<file path="config.mk">
export PLATFORM = sky130hd
export DESIGN_NAME = pcseq_top
export DESIGN_NICKNAME = d
export VERILOG_FILES = /design/src/rtl/pcseq_pkg.sv /design/src/rtl/pcseq_decide.sv /design/src/rtl/pcseq_flag.sv /design/src/rtl/pcseq_slot.sv /design/src/rtl/pcseq_top.sv
export SDC_FILE = /design/constraint.sdc
export NUM_CORES = 1
export LEC_CHECK = 0
export ABC_AREA = 1
export BUFFER_PORTS_ARGS = -buffer_cell sky130_fd_sc_hd__buf_2
export CORE_UTILIZATION = 45
export CTS_CLUSTER_DIAMETER = 30
export DETAILED_ROUTE_END_ITERATION = 10
export PLACE_DENSITY = 0.74
export SETUP_SLACK_MARGIN = 0.05
export SLEW_MARGIN = 20
export SYNTH_ARGS = -nofsm -noshare
export SYNTH_HDL_FRONTEND = slang
export SYNTH_SLANG_ARGS = --single-unit
</file>
<file path="constraint.sdc">
create_clock -name clk -period 3.2 [get_ports clk]
set_input_delay 0.64 -clock clk [delete_from_list [all_inputs] [get_ports clk]]
set_output_delay 0.64 -clock clk [all_outputs]
set_load 0.02 [all_outputs]
</file>
<file path="src/rtl/pcseq_pkg.sv">
package pcseq_pkg;
  typedef enum logic [2:0] {
    CLS_PLAIN  = 3'd0,
    CLS_CMP_GE = 3'd1,
    CLS_CMP_EQ = 3'd2,
    CLS_JMP    = 3'd3,
    CLS_BT     = 3'd4,
    CLS_BF     = 3'd5,
    CLS_BT_D   = 3'd6,
    CLS_BF_D   = 3'd7
  } instr_cls_e;

  localparam int unsigned CLS_W = 3;
endpackage

</file>
<file path="src/rtl/pcseq_decide.sv">
module pcseq_decide
  import pcseq_pkg::*;
(
  input  instr_cls_e cls,
  input  logic       flag,
  output logic       is_branch,
  output logic       take,
  output logic       delayed
);
  always_comb begin
    is_branch = 1'b0;
    take      = 1'b0;
    delayed   = 1'b0;
    unique case (cls)
      CLS_JMP:  begin is_branch = 1'b1; take = 1'b1;  delayed = 1'b1; end
      CLS_BT:   begin is_branch = 1'b1; take = flag;  end
      CLS_BF:   begin is_branch = 1'b1; take = !flag; end
      CLS_BT_D: begin is_branch = 1'b1; take = flag;  delayed = 1'b1; end
      CLS_BF_D: begin is_branch = 1'b1; take = !flag; delayed = 1'b1; end
      default:  ;
    endcase
  end
endmodule

</file>
<file path="src/rtl/pcseq_flag.sv">
module pcseq_flag
  import pcseq_pkg::*;
#(
  parameter int unsigned DATA_W = 32
) (
  input  logic              clk,
  input  logic              rst,
  input  logic              upd_en,
  input  instr_cls_e        cls,
  input  logic [DATA_W-1:0] opa,
  input  logic [DATA_W-1:0] opb,
  output logic              flag_q
);
  logic ge_res;
  logic eq_res;

  assign ge_res = $signed(opa) >= $signed(opb);
  assign eq_res = (opa == opb);

  always_ff @(posedge clk) begin
    if (rst) begin
      flag_q <= 1'b0;
    end else if (upd_en) begin
      if (cls == CLS_CMP_GE)      flag_q <= ge_res;
      else if (cls == CLS_CMP_EQ) flag_q <= eq_res;
    end
  end
endmodule

</file>
<file path="src/rtl/pcseq_slot.sv">
module pcseq_slot #(
  parameter int unsigned ADDR_W = 32
) (
  input  logic              clk,
  input  logic              rst,
  input  logic              arm,
  input  logic              consume,
  input  logic [ADDR_W-1:0] tgt_in,
  output logic              pend_q,
  output logic [ADDR_W-1:0] tgt_q
);
  always_ff @(posedge clk) begin
    if (rst) begin
      pend_q <= 1'b0;
      tgt_q  <= '0;
    end else if (consume) begin
      pend_q <= 1'b0;
    end else if (arm) begin
      pend_q <= 1'b1;
      tgt_q  <= tgt_in;
    end
  end
endmodule

</file>
<file path="src/rtl/pcseq_top.sv">
module pcseq_top
  import pcseq_pkg::*;
#(
  parameter int unsigned ADDR_W      = 32,
  parameter int unsigned DATA_W      = 32,
  parameter int unsigned INSTR_BYTES = 2
) (
  input  logic              clk,
  input  logic              rst,
  input  logic [ADDR_W-1:0] rst_vector,
  input  logic              in_valid,
  input  logic [2:0]        in_class,
  input  logic [ADDR_W-1:0] in_target,
  input  logic [DATA_W-1:0] opa,
  input  logic [DATA_W-1:0] opb,
  output logic [ADDR_W-1:0] fetch_addr,
  output logic              flag,
  output logic              slot_err
);
  localparam logic [ADDR_W-1:0] STEP = ADDR_W'(INSTR_BYTES);

  instr_cls_e        cls;
  logic              is_branch, take, delayed;
  logic              slot_pend;
  logic [ADDR_W-1:0] slot_tgt;
  logic              arm, consume, illegal;
  logic [ADDR_W-1:0] pc_q, pc_d;
  logic              err_q;

  assign cls = instr_cls_e'(in_class);

  pcseq_decide u_decide (
    .cls       (cls),
    .flag      (flag),
    .is_branch (is_branch),
    .take      (take),
    .delayed   (delayed)
  );

  pcseq_flag #(.DATA_W(DATA_W)) u_flag (
    .clk    (clk),
    .rst    (rst),
    .upd_en (in_valid),
    .cls    (cls),
    .opa    (opa),
    .opb    (opb),
    .flag_q (flag)
  );

  assign consume = in_valid && slot_pend;
  assign illegal = consume && is_branch;
  assign arm     = in_valid && !slot_pend && take && delayed;

  pcseq_slot #(.ADDR_W(ADDR_W)) u_slot (
    .clk     (clk),
    .rst     (rst),
    .arm     (arm),
    .consume (consume),
    .tgt_in  (in_target),
    .pend_q  (slot_pend),
    .tgt_q   (slot_tgt)
  );

  always_comb begin
    if (!in_valid)            pc_d = pc_q;
    else if (slot_pend)       pc_d = slot_tgt;
    else if (take && !delayed) pc_d = in_target;
    else                      pc_d = pc_q + STEP;
  end

  always_ff @(posedge clk) begin
    if (rst) begin
      pc_q  <= rst_vector;
      err_q <= 1'b0;
    end else begin
      pc_q  <= pc_d;
      err_q <= illegal;
    end
  end

  assign fetch_addr = pc_q;
  assign slot_err   = err_q;
endmodule

</file>
# Word-level counts from Yosys, hierarchy flattened
# Cells that the tools add are included.
[totals]
inputBits = 134
reg_bits = 67
word_cells = 43
[op_classes]
n_lt_le_gt_ge = 1
n_reduce_logical = 18
muxes = 9
n_eq_ne = 8
addsub = 1
n_bitwise = 1
[op_table]
columns = ["operator", "count"]
rows = [
  ["$mux W32", 4],
  ["$add A32 B2 Y32 const B", 1],
  ["$eq A32 B32 Y1", 1],
  ["$ge A32 B32 Y1", 1],
  ["$eq A3 B3 Y1 const B", 4],
  ["$eq A3 B2 Y1 const B", 2],
  ["$logic_and A1 B1 Y1", 6],
  ["$reduce_or A2 Y1", 3],
  ["$reduce_or A5 Y1", 1],
  ["$mux W1", 4],
  ["$reduce_and A2 Y1", 2],
  ["$reduce_bool A2 Y1", 2],
  ["$eq A3 B1 Y1 const B", 1],
  ["$logic_not A1 Y1", 3],
  ["$pmux W1 S3", 1],
  ["$reduce_or A3 Y1", 1],
  ["$not A1 Y1", 1],
]

# Longest topological paths before layout
# Gate-level depths: netlist (run 1).
[logic_depth]
ltp_word = 9
depth_mapped = 17

# By module
# A second synthesis (run 1) with hierarchy kept.
[hier_totals]
hier_cells = 820
area_unflattened_um2 = 5427.7
[by_module_without_submodules]
columns = ["mod", "cells_each", "n_inst", "area_each_um2"]
rows = [
  ["pcseq_top", 445, 1, 2989.1],
  ["pcseq_slot", 212, 1, 1433.9],
  ["pcseq_flag", 152, 1, 955.9],
  ["pcseq_decide", 11, 1, 48.8],
]

# Worst setup path before layout (run 1)
# Ideal clock, no wire load.
[synth_path]
path_kind = "input to register"
startpoint = "in rst"
endpoint = "reg pc_q[0], in the netlist fetch_addr[0], enable pin"
path_buffers = 2
required_ns = 2.888
setup_ns = 0.312
cell_stages = 5
setup_slack_ns = 0.797
arrival_ns = 2.091
cell_sequence = "clkbuf_1 > inv_1 > clkbuf_1 > nand2_1 > a21boi_0"
[synth_between]
elab_chain_len = 1
[synth_lines]
columns = ["element", "line_no", "text"]
rows = [
  ["from (decl)", "pcseq_top.sv:9", "input logic rst,"],
  ["$reduce_bool A2 Y1 (no source line)", "--", ""],
  ["to (signal assigned)", "pcseq_top.sv:73", "pc_q <= rst_vector;"],
  ["to (signal assigned)", "pcseq_top.sv:76", "pc_q <= pc_d;"],
  ["to (decl)", "pcseq_top.sv:27", "logic [ADDR_W-1:0] pc_q, pc_d;"],
]
# No other way between the ends.
# A chain may end at the register's enable or synchronous reset.

# Final worst setup path (run 1)
[layout_path]
startpoint = "reg pc_q[1], in the netlist fetch_addr[1]"
endpoint = "reg pc_q[27], in the netlist fetch_addr[27] (data pin)"
[layout_between]
elab_chain_len = 5
[layout_lines]
columns = ["element", "line_no", "text"]
rows = [
  ["$add A32 B2 Y32", "pcseq_top.sv:68", "else pc_d = pc_q + STEP;"],
  ["$mux W32", "pcseq_top.sv:67", "else if (take && !delayed) pc_d = in_target;"],
  ["$mux W32", "pcseq_top.sv:66", "else if (slot_pend) pc_d = slot_tgt;"],
  ["$mux W32", "pcseq_top.sv:65", "if (!in_valid) pc_d = pc_q;"],
  ["$mux W32", "pcseq_top.sv:72", "if (rst) begin"],
]
# No other way between the ends. The select of a mux whose other input is x is not followed.

==> impl_metrics.yaml, run 1 <==
pwr:
  clkPwrFrac_pct: 29.5
  p_total_mw: 2.39
  combPwrFrac_pct: 26.2
  internal_power_mw: 1.60
  switching_power_mw: 0.785
  p_leak_nw: 2.96
  sw_frac_of_total_pct: 32.9
  peakVddDrop_uv: 240
  power_density_nw_per_um2: 397
  seqPwrFrac_pct: 44.3
clocking:
  cts.sinks: 67
  cts_made_buffers: 9
  clk_path_buf_depth: 2
  clockRootBuffer: "clkbuf_8"
  post_cts_buffers: 0
  cts_resized: 0
  clk_latency_ns: 0.36
  clk_pin_slew_ns: 0.08
  cts_hold_buf: 0
  htreeDepth: 3
  tritoncts: "yes"
synthesis:
  syn_area_sq_um: 4860
  syn_nets: 883
  synth_cell_type_count: 39
  yosysSeqAreaShare_pct: 34.2
  synth.ff_latch_count: 67
  synth_top_area_share_pct: 19.8
  synthCells: 716
  yosys-top-cells-area: "edfxtp_1 (20%), dfxtp_1 (14%), nor2_1 (12%)"
  synth_area_leader_cell: "edfxtp_1"
  syn_area_per_cell_sq_um: 6.79
  synth_warnings: 0
grt:
  grt_pass1_wl_um: 22800
  grt_max_degree: 46
  antenna_found_initial: 0
  grt_use_total_pct: 25.4
  overflow: 0
  grt_pass1_vias: 4941
timing:
  final.setup.tns_ns: 0
  hold_violations: 0
  relSlewSlack_pct: 57.3
  period_share_pct: 66.2
  max_freq_mhz: 472
  min_period_ns: 2.12
  slew_violations: 0
  tightest_slew_ns: 0.639
  rsz0062_at_grt: "false"
  setup_viol: 0
  skew_ns: 0.00929
critical_path:
  critical_path_arrival_ns: 2.22
  end_kind: "register"
  crit_chain: "ha_1 -> nand3_2 -> nor3_4 -> nand3_2 -> nor2_4 -> nand2_2 -> nor2_2 -> xor2_1 -> o21bai_1 -> nand2_1"
  worstPathRequired_ns: 3.30
  cp_slowest_cell: "edfxtp_1"
  worstSetupStartpointType: "register"
  cpPeakStageDelay_ns: 0.45
  crit_fanout: 5
  crit_type: "register to register"
  crit_path_frequent_cell: "nand3_2"
detailed_routing:
  ant_nets: 0
  wl_per_cell_um: 13.6
  drc: 0
  wirelength_um: 13900
  drt_iter0_drc: 372
  vias_per_cell: 5.16
  vias: 5240
  dr.pass1.iters: 5
run:
  max_cap_violations: 0
outcome:
  status: "complete, no violations"
place:
  placed_area_sq_um: 5820
  io_buffers: 167
  dpl.hpwl_um: 10600
  place.gp.congestion: 0.940
layout:
  area_growth_pct: 23.8
  antennaDiodeCount: 0
  n_fill_cell: 1057
  most-common-layout-cells: "buf_2 (167), nor2_1 (155), nand2_1 (113), inv_1 (73), a21oi_1 (65)"
  nets: 1042
  drive_above_1_share_pct: 24.2
  final_common_cell: "buf_2"
  final_area_sq_um: 6020
die:
  start_util_pct: 46.7
  die_h_um: 106
  die_x_um: 106
  die_area_sq_um: 11200
  rows: 37
  io_pins: 168
  core_area_sq_um: 10400
worst_hold_path:
  hold_path.class: "register to register"
metal layers:
layer	GRT usage [%]	vias up	share of wire, %
li1	-	2685	-
met1	33.4	2324	44
met2	42.5	208	47
met3	4.35	23	7.1
met4	7.64	0	1.7
met5	0	-	0
registers in the layout, summed over array words and instances, names as in the netlist:
register	count
slot_err	1
fetch_addr	32
u_slot.pend_q	1
u_flag.flag_q	1
u_slot.tgt_q	32
metrics by stage:
step                      worst slack (ns)  std cells  hold slack (ns)  utilization [%]
after global placement               0.822       1000            0.462             55.9
after detailed placement             0.813       1000            0.473             55.9
after floorplan                      0.797        716            0.454                -
after CTS                             1.10       1016            0.489             57.8
final                                 1.08       1016            0.484             57.8
after global routing                 0.915       1016            0.505             57.8
power by group through the flow:
stage | Clock [mW] | Combinational (mW) | Sequential (mW)
final | 0.706 | 0.626 | 1.06
after global placement | 0 | 0.615 | 1.08
after floorplan | 0 | 0.347 | 1.11
after global routing | 0.755 | 0.711 | 1.07
after CTS | 0.721 | 0.626 | 1.06
after detailed placement | 0 | 0.623 | 1.08
final timing paths:
path | from | endpoint | slack (ns) | cells past startpoint
setup reg to reg | fetch_addr[1] | fetch_addr[27] | 1.08 | 10
setup / recovery | fetch_addr[1] | fetch_addr[27] | 1.08 | 10
hold reg to reg | u_slot.tgt_q[27] | u_slot.tgt_q[27] | 0.48 | 2
hold / removal | u_slot.tgt_q[27] | u_slot.tgt_q[27] | 0.48 | 2
kinds of logic after synthesis:
family	Yosys count	share of synthesized area [%]
and+or+nand+nor	346	30.1
DFF	67	34.2
buffers and inverters	111	8.73
muxes	1	0.206
adders and majority gates	33	8.49
AOI/OAI and AO/OA	147	16.3
xor gates and xnor gates	11	1.98
worst max-delay path, delay by kind of cell, from the launching register on:
| family | cells | cell delay, ns |
|---|---|---|
| adders and majority gates | 1 | 0.27 |
| AOI/OAI and AO/OA | 1 | 0.12 |
| and+or+nand+nor | 7 | 0.96 |
| xor gates and xnor gates | 1 | 0.07 |
| DFF | 1 | 0.45 |
cell usage after synthesis (all sizes together):
cell type / instances
a21boi: 1
a21o: 1
a21oi: 66
a31oi: 1
a41oi: 1
and3: 3
buf: 6
clkbuf: 22
clkinv: 3
dfxtp: 35
edfxtp: 32
ha: 33
inv: 80
mux2i: 1
nand2: 116
nand3: 43
nand4: 8
nor2: 160
nor3: 11
nor4: 3
o211ai: 10
o21a: 2
o21ai: 59
o21bai: 1
o22ai: 3
o31ai: 2
or2: 2
xnor2: 2
xor2: 9
cell type report:
type / count / area, sq um / share of cell area [%]
clock buffer: 11 / 141 / 2.35
clock inverter: 5 / 52.6 / 0.873
inverter: 83 / 312 / 5.18
multi-input combinational: 538 / 2780 / 46.2
sequential: 67 / 1660 / 27.6
tap: 136 / 170 / 2.83
timing repair buffer: 176 / 903 / 15.0
Power figures use the tool's default switching activity.
==> run 2, diff against run 1 <==
PLACE_DENSITY = 0.77   (was 0.74)
clock period = 1.85 ns   (was 3.2 ns; I/O delays follow)
==> impl_metrics.yaml, run 2 (same netlist as run 1, synthesis figures left out) <==
outcome:
  status: "complete, but fails checks"
  violations: "negative setup slack"
detailed_routing:
  ant_nets: 0
  wirelength_um: 14300
  drc: 0
  vias_per_cell: 5.17
  wl_per_cell_um: 13.5
  drt_iter0_drc: 304
  dr.pass1.iters: 5
  vias: 5467
clocking:
  cts_made_buffers: 9
  cts_hold_buf: 0
  cts.sinks: 67
  clk_path_buf_depth: 2
  clk_pin_slew_ns: 0.07
  clk_latency_ns: 0.35
  tritoncts: "yes"
  clockRootBuffer: "clkbuf_8"
  htreeDepth: 3
layout:
  nets: 1084
  multi_input_area_sq_um: 2890
  final_common_cell: "buf_2"
  area_growth_pct: 33.6
  n_fill_cell: 990
  most-common-layout-cells: "buf_2 (167), nor2_1 (149), nand2_1 (108), inv_1 (73), a21oi_1 (65)"
  drive_above_1_share_pct: 29.8
  stdcell_count: 1058
  regArea_sq_um: 1660
  antennaDiodeCount: 0
critical_path:
  reg2reg_depth: 10
  crit_fanout: 5
  end_kind: "register"
  reg2reg_slack_ns: -0.02
  r2r_start: "fetch_addr[1]"
  r2r_end: "fetch_addr[29]"
  critical_path_arrival_ns: 1.97
  worstSetupStartpointType: "register"
  crit_type: "register to register"
  worstPathRequired_ns: 1.95
die:
  io_pins: 168
  rows: 37
  die_area_sq_um: 11200
  die_x_um: 106
  start_util_pct: 46.7
  core_area_sq_um: 10400
  die_h_um: 106
timing:
  period_share_pct: 101
  setup_ws_ns: -0.0154
  max_freq_mhz: 536
  setup_viol: 2
  skew_ns: 0.00576
  rsz0062_at_grt: "true"
  relSlewSlack_pct: 73.2
  slew_violations: 0
  hold_violations: 0
  tightest_slew_ns: 0.400
  min_period_ns: 1.87
grt:
  grt_use_total_pct: 25.6
  grt_pass1_wl_um: 23000
  grt_max_degree: 34
  overflow: 0
  antenna_found_initial: 0
  grt_pass1_vias: 5020
place:
  dpl.hpwl_um: 11100
  dpl.cell_count: 1033
  place.gp.congestion: 0.925
  io_buffers: 167
  place_ws_ns: 0.00242
pwr:
  p_total_mw: 4.31
  peakVddDrop_uv: 360
  p_leak_nw: 3.22
  power_density_nw_per_um2: 663
worst_hold_path:
  min_to: "u_slot.tgt_q[15]"
  min_from: "in_target[15]"
  hold_path.class: "input pin to register"
  holdPathStages: 3
run:
  max_cap_violations: 0
-- run 2: metal layers --
metal,vias to the layer above,GRT usage [%],routed length [um]
li1,2785,-,-
met1,2447,32.1,6210
met2,218,43.8,6820
met3,17,5.46,1040
met4,0,8.04,196
met5,-,0,0
-- run 2: worst max path at each step --
stage,depth (start not counted),startpoint,slack [ns],to
after floorplan,10,fetch_addr[1],-0.11,fetch_addr[27]
after global placement,9,fetch_addr[12],0.05,fetch_addr[27]
after detailed placement,10,fetch_addr[1],0.002,fetch_addr[27]
after CTS,10,fetch_addr[2],-0.0004,fetch_addr[27]
after global routing,9,fetch_addr[6],-0.1,fetch_addr[27]
final,10,fetch_addr[1],-0.02,fetch_addr[29]
-- run 2: area by class of cell --
cell class,instances,area share (%)
clock buffers,11,2.18
clock inverters,5,0.809
inverters,83,4.80
multi-input cells,538,44.5
flip-flops and latches,67,25.6
well taps,136,2.62
repair buffers,218,19.5
-- run 2: repair_timing --
item / 4_1_cts / 5_1_grt
gates resized for setup: 2 / 24
endpoints found under the setup margin: 4 / 21
pin swaps: 6 / 8
setup buffers: 2 / 7
-- run 2: power breakdown --
part	switching (mW)	internal (mW)	total, mW
clock network	0.566	0.653	1.22
logic	0.748	0.539	1.29
registers	0.108	1.69	1.80
total	1.42	2.89	4.31
-- run 2: stage by stage --
stage | util, % | hold slack [ns] | instance area (sq um) | setup TNS [ns]
finish | 62.3 | 0.285 | 6490 | -0.0175
detailed placement | 58.8 | 0.473 | 6130 | 0
CTS | 60.9 | 0.277 | 6350 | -0.000355
global placement | 58.8 | 0.464 | 6130 | 0
floorplan | - | 0.454 | 4870 | -0.412
global route | 62.3 | 0.287 | 6490 | -0.446
-- run 2: critical path: stages (launching register included) --
cell      delay, ns
edfxtp_1       0.41
ha_4           0.18
nand3_4        0.09
nor3_4         0.15
nand3_2        0.14
nor2_4         0.19
nand3_2        0.13
o21ai_1        0.13
nand3_1        0.08
nand2_1        0.06
o21ai_1        0.06
==> run 3, diff against run 2 <==
CORE_ASPECT_RATIO = 1.5   (was unset)
==> impl_metrics.yaml, run 3 (same netlist as run 1, synthesis figures left out) <==
detailed_routing:
  wirelength_um: 15300
  dr.max_layer_used: "met4"
  dr_wl_met3_um: 1130
  vias_per_cell: 5.28
  wl_met1_um: 5360
  dr.pass1.iters: 5
  ant_nets: 0
  drc: 0
  wl_per_cell_um: 14.3
  wl_met2_um: 8230
  vias: 5646
  drt_iter0_drc: 298
timing:
  holdWs_ns: 0.297
  setup_ws_ns: -0.0194
  setup_viol: 1
  relSlewSlack_pct: 70.9
  final.setup.tns_ns: -0.0194
  rsz0062_at_grt: "true"
  tightest_slew_ns: 0.434
  period_share_pct: 101
  min_period_ns: 1.87
  slew_violations: 0
  hold_violations: 0
  max_freq_mhz: 535
  skew_ns: 0.00539
layout:
  n_fill_cell: 954
  nets: 1088
  final_common_cell: "buf_2"
  antennaDiodeCount: 0
  drive_above_1_share_pct: 30.7
  area_growth_pct: 38.2
  most-common-layout-cells: "buf_2 (167), nor2_1 (147), nand2_1 (109), inv_1 (73), a21oi_1 (64)"
  post-route-util_pct: 63.8
pwr:
  p_leak_nw: 3.29
  peakVddDrop_uv: 490
  power_density_nw_per_um2: 773
  p_total_mw: 5.19
clocking:
  clk_pin_slew_ns: 0.06
  htreeDepth: 3
  tritoncts: "yes"
  cts.sinks: 67
  clk_path_buf_depth: 2
  clockRootBuffer: "clkbuf_16"
  clk_latency_ns: 0.34
  cts_made_buffers: 9
grt:
  grt_pass1_wl_um: 24200
  grt_pass1_vias: 5555
  overflow: 0
  antenna_found_initial: 0
  grt_max_degree: 35
  grt_use_total_pct: 27.9
outcome:
  status: "complete, but fails checks"
  violations: "negative setup slack"
die:
  rows: 46
  io_pins: 168
  die_x_um: 86.9
  die_h_um: 129
  start_util_pct: 46.2
  core_area_sq_um: 10500
  die_area_sq_um: 11200
critical_path:
  worstSetupStartpointType: "register"
  cp_slowest_cell: "edfxtp_1"
  worstPathRequired_ns: 1.94
  crit_chain: "ha_4 -> nand3_4 -> nor3_4 -> nand3_2 -> nor2_4 -> nand2_2 -> nor2_2 -> xor2_1 -> o21bai_1 -> nand2_1"
  crit_type: "register to register"
  crit_fanout: 4
  critical_path_arrival_ns: 1.96
  end_kind: "register"
  cpPeakStageDelay_ns: 0.40
place:
  dpl.hpwl_um: 11800
  place.gp.congestion: 0.939
  io_buffers: 167
run:
  max_cap_violations: 0
worst_hold_path:
  hold_path.class: "input pin to register"
[run 3: cell count changes in the layout (fill, tap and decap cells not counted), sizes merged]
cell,delta
buf,+4
bufinv,+2
clkinv,-2
clkbuf,-1
clkinvlp,+1
[run 3: power by group]
part           switching (mW)  internal (mW)  total [mW]
clock                   0.669           1.39        2.06
sequential              0.119           1.70        1.82
combinational           0.762          0.549        1.31
[run 3: area by class of cell]
type / instances / area, sq um / area share (%)
multi-input cells: 538 / 2890 / 43.1
flip-flops and latches: 67 / 1660 / 24.7
repair buffers: 222 / 1310 / 19.4
inverters: 83 / 317 / 4.71
clock buffers: 10 / 250 / 3.72
well taps: 144 / 180 / 2.68
clock inverters: 6 / 110 / 1.64
[run 3: per-layer routing]
metal	global-route usage, %	vias to the layer above
li1	-	2782
met1	27.0	2560
met2	53.0	248
met3	5.22	56
met4	17.8	0
met5	0	-
[run 3: worst max-delay path, delay by kind of cell, from the launching register on]
kind	cells	cell delay, ns
compound gates	1	0.17
xor+xnor	1	0.08
flops	1	0.40
simple gates	7	0.79
fa+ha+maj	1	0.17
[run 3: through the flow]
step	cells	cell area, sq um	setup slack [ns]
finish	1070	6720	-0.0194
global route	1070	6720	-0.115
global placement	1043	6150	0.0260
detailed placement	1043	6150	-0.0544
CTS	1063	6560	-0.0247
floorplan	716	4870	-0.113
[run 3: final timing paths]
kind / from / to / slack (ns) / cells past startpoint
setup / recovery: fetch_addr[1] / fetch_addr[27] / -0.02 / 10
hold / removal: in_target[22] / u_slot.tgt_q[22] / 0.30 / 3
setup reg to reg: fetch_addr[1] / fetch_addr[27] / -0.02 / 10
hold reg to reg: u_slot.tgt_q[4] / u_slot.tgt_q[4] / 0.49 / 2
[run 3: repair_timing]
| action | CTS | global route |
|---|---|---|
| buffers inserted | 4 | 8 |
| setup endpoints to repair | 2 | 24 |
| resized for setup | 5 | 31 |
| hold buffers | 0 | 0 |
| pin swaps | 7 | 17 |
